<file path="config.mk">
export PLATFORM = sky130hd
export DESIGN_NAME = mixlen_splitter
export DESIGN_NICKNAME = d
export VERILOG_FILES = /design/src/rtl/mixlen_splitter.sv
export SDC_FILE = /design/constraint.sdc
export NUM_CORES = 1
export LEC_CHECK = 0
export BUFFER_PORTS_ARGS = -buffer_cell sky130_fd_sc_hd__buf_4
export CAP_MARGIN = 20
export CORE_AREA = 2 2 90 92
export CTS_CLUSTER_SIZE = 25
export DETAILED_ROUTE_END_ITERATION = 7
export DIE_AREA = 0 0 92 94
export GPL_TIMING_DRIVEN = 0
export PLACE_DENSITY = 0.63
export SLEW_MARGIN = 30
export SYNTH_ARGS = -nofsm -noshare
export SYNTH_HDL_FRONTEND = slang
export SYNTH_SLANG_ARGS = --single-unit
export TNS_END_PERCENT = 1
</file>
<file path="constraint.sdc">
create_clock -name clk -period 4.9 [get_ports clk]
set_input_delay 0.98 -clock clk [delete_from_list [all_inputs] [get_ports clk]]
set_output_delay 0.98 -clock clk [all_outputs]
set_load 0.1 [all_outputs]
</file>
<file path="src/rtl/mixlen_splitter.sv">
module mixlen_splitter #(
  parameter int PC_W = 32
) (
  input  logic            clk,
  input  logic            rst_n,
  input  logic            fw_valid,
  output logic            fw_ready,
  input  logic [63:0]     fw_data,
  input  logic [PC_W-1:0] fw_pc,
  output logic            dv_valid,
  input  logic            dv_ready,
  output logic [63:0]     dv_insn,
  output logic            dv_len64,
  output logic [PC_W-1:0] dv_pc,
  output logic            flt_valid,
  output logic [PC_W-1:0] flt_pc
);

  localparam logic [1:0] MARK32 = 2'b11;

  logic hi_sel;
  logic lo_is32, hi_is32, last, take;

  assign lo_is32 = fw_data[1:0]   == MARK32;
  assign hi_is32 = fw_data[33:32] == MARK32;

  assign last = hi_sel | ~lo_is32 | ~hi_is32;
  assign take = fw_valid & dv_ready;

  assign dv_valid = fw_valid;
  assign dv_len64 = ~hi_sel & ~lo_is32;
  assign dv_pc    = fw_pc + (hi_sel ? PC_W'(4) : PC_W'(0));

  always_comb begin
    if (hi_sel)       dv_insn = {32'h0, fw_data[63:32]};
    else if (lo_is32) dv_insn = {32'h0, fw_data[31:0]};
    else              dv_insn = fw_data;
  end

  assign fw_ready  = dv_ready & last;
  assign flt_valid = take & ~hi_sel & lo_is32 & ~hi_is32;
  assign flt_pc    = fw_pc + PC_W'(4);

  always_ff @(posedge clk) begin
    if (!rst_n)    hi_sel <= 1'b0;
    else if (take) hi_sel <= ~last;
  end

endmodule

</file>
==> results.cfg <==
[synthesis]
synthMostInstantiatedCell = xnor2_1
synthArstFlopShare = 0
synth_area_leaders = xnor2_1, mux2_2, and2_1, nand2_1, xor2_1
yosys_register_bits = 1
syn_nets = 363
ys_warn_count = 0
ys_seq_area_frac = 0.0104
ys.flop_type = dfxtp_1
synth_top_area_share = 0.200
synth_common_cells = xnor2_1, and2_1, mux2_2
synth_cell_type_count = 32
synth_enable_flop_cells = 0
syn_area_per_cell_sq_um = 7.42
yosys.area.top_type = xnor2_1
postSynthCellCount = 260
syn-cell-area_sq_mm = 0.00193

[critical_path]
setup.worst_path.start_class = input pin
cp_max_fo = 7
cp_cell_sequence = buf_4 > ha_1 > ha_1 > nand4_1 > nor2_1 > nand3_1 > xnor2_1 > buf_4
end_kind = output port
r2r_start = hi_sel
max_stage_delay_ps = 500
r2r_cells = 4
required_ps = 3920
worstSetupPathType = in -> out
slowest_stage = nor2_1
crit_buf_inv = 2
critPathArrivalTime_ps = 2850
worst-r2r-setup-slack_ps = 3600
path_delay_family = simple AND/OR/NAND/NOR gates
timing.rr.end = hi_sel

[global_route]
grt-ovfl-total = 0
grt_pass1_wl_mm = 14.2
grt_max_degree = 11
antenna_found_initial = 0
grt_pass1_vias = 2784
grt_usage = 0.204

[place]
place_congestion = 0.886
dpl_cell_area_sq_mm = 0.00368
hpwl_mm = 8.63
io_buffers = 216
placedCellCount = 578
place_ws_ps = 1080

[hold_path]
worstHoldEndpoint = hi_sel
min_from = hi_sel
holdPathStages = 4
hold_class = reg -> reg

[routing]
wl_per_cell_um = 16.5
drtPass1Iterations = 4
dr.first_iter.drc_count = 31
route.detailed.drc = 0
postRouteAntennaNets = 0
drt-total-wl_mm = 9.53
vias = 2675
viasPerCell = 4.63

[die]
num_rows = 32
chipHeight_um = 94
initial_utilization = 0.254
core-area_sq_mm = 0.00761
die_area_sq_mm = 0.00865
die_x_um = 92
io_pins = 232

[timing]
tightestPinTransition_ps = 615
min_period_over_period = 0.782
hold_slack_ps = 828
rsz0062_at_grt = no
clock.fmax_mhz = 261
finalSetupTns_ps = 0
maxSlewHeadroom = 0.587
setup_violations = 0
period_minus_slack_ps = 3830
setup_ws_ps = 1070
skew_ps = 0
finalHoldViolCount = 0
slew_violations = 0

[cells_and_area]
largest_reg_flops = 1
layout-drive-gt1-share = 0.584
fin_cells = 578
multiInputGateArea_sq_mm = 0.00176
fin_nets = 581
register_area_sq_um = 20.0
layout-area-overhead-vs-synth_pct = 91.0
antenna_cells = 0
postLayoutCoreUtil = 0.484
fillers = 786
reg_top3 = hi_sel: 1 flops
stdcell_area_sq_mm = 0.00368
largest_register = hi_sel

[clock_tree]
path_clk_slew_ps = 0
holdBufCountCts = 0
cts_resized = 0
clkLatencyLatePin_ps = 0
cts_setup_buffers = 0

[power_and_ir_drop]
power_uw = 755
p_leak_nw = 1.69
power_density_mw_per_mm2 = 205
ir_drop_uv = 110

[run]
drv_cap = 0

[outcome]
status = completed
==> how the worst max path moves through the flow <==
stage,start,end,cells after the start
2_1_floorplan,fw_pc[2],dv_pc[24],6
3_3_place_gp,fw_pc[2],dv_pc[24],8
3_5_place_dp,fw_pc[2],dv_pc[24],8
4_1_cts,fw_pc[2],dv_pc[24],8
5_1_grt,fw_pc[2],dv_pc[24],8
6_report,fw_pc[2],dv_pc[18],8
==> worst reg2reg max path: stages (launching register included) <==
cell and delay (ps):
dfxtp_1 300, buf_2 210, buf_1 450, nand2_1 90
a21boi_0 170
==> layer usage <==
layer  global-route usage  wire length (um)
met1                0.192              3100
met2                0.422              5160
met3               0.0803              1150
met4               0.0224               127
met5                    0                 0
==> layout by cell type, fill, tap and decap left out <==
cell type / count
nor2_2: 1
nor2_1: 8
nor4_2: 1
nor4_1: 3
dfxtp_1: 1
a21oi_1: 1
mux2_2: 32
clkbuf_2: 1
buf_4: 226
and4_1: 1
nor3_4: 1
xor2_1: 12
a21boi_0: 1
buf_2: 5
nand3_2: 2
nor4b_2: 1
xnor2_1: 44
nor4_4: 4
nand4_1: 16
nor2b_1: 1
nand4_4: 2
ha_1: 3
inv_1: 2
nand2_1: 31
and2_1: 32
nand3_1: 18
nand2_4: 1
buf_6: 1
nand2b_1: 2
buf_1: 3
clkbuf_1: 6
nor3_1: 13
==> area by class of cell <==
class / count / area share
buffer: 26 / 0.0407
inverter: 2 / 0.00204
multi-input combinational: 231 / 0.477
sequential: 1 / 0.00543
tap: 102 / 0.0346
timing repair buffer: 216 / 0.440
==> power breakdown <==
part           switching (mW)  total (mW)  internal (mW)
logic                   0.576       0.746          0.170
registers           0.0000352     0.00843        0.00839
clock network               0           0              0
==> cell families (layout without fill, tap and decap cells) <==
logic type,count (synthesis),in the layout,share of synthesized area
simple gates,138,138,0.441
mux,32,32,0.187
buf+inv,28,244,0.0817
flops,1,1,0.0104
fa+ha+maj,3,3,0.0195
compound gates,2,2,0.00648
xor+xnor,56,56,0.254
Note: power is estimated with default switching activity, not from simulation.
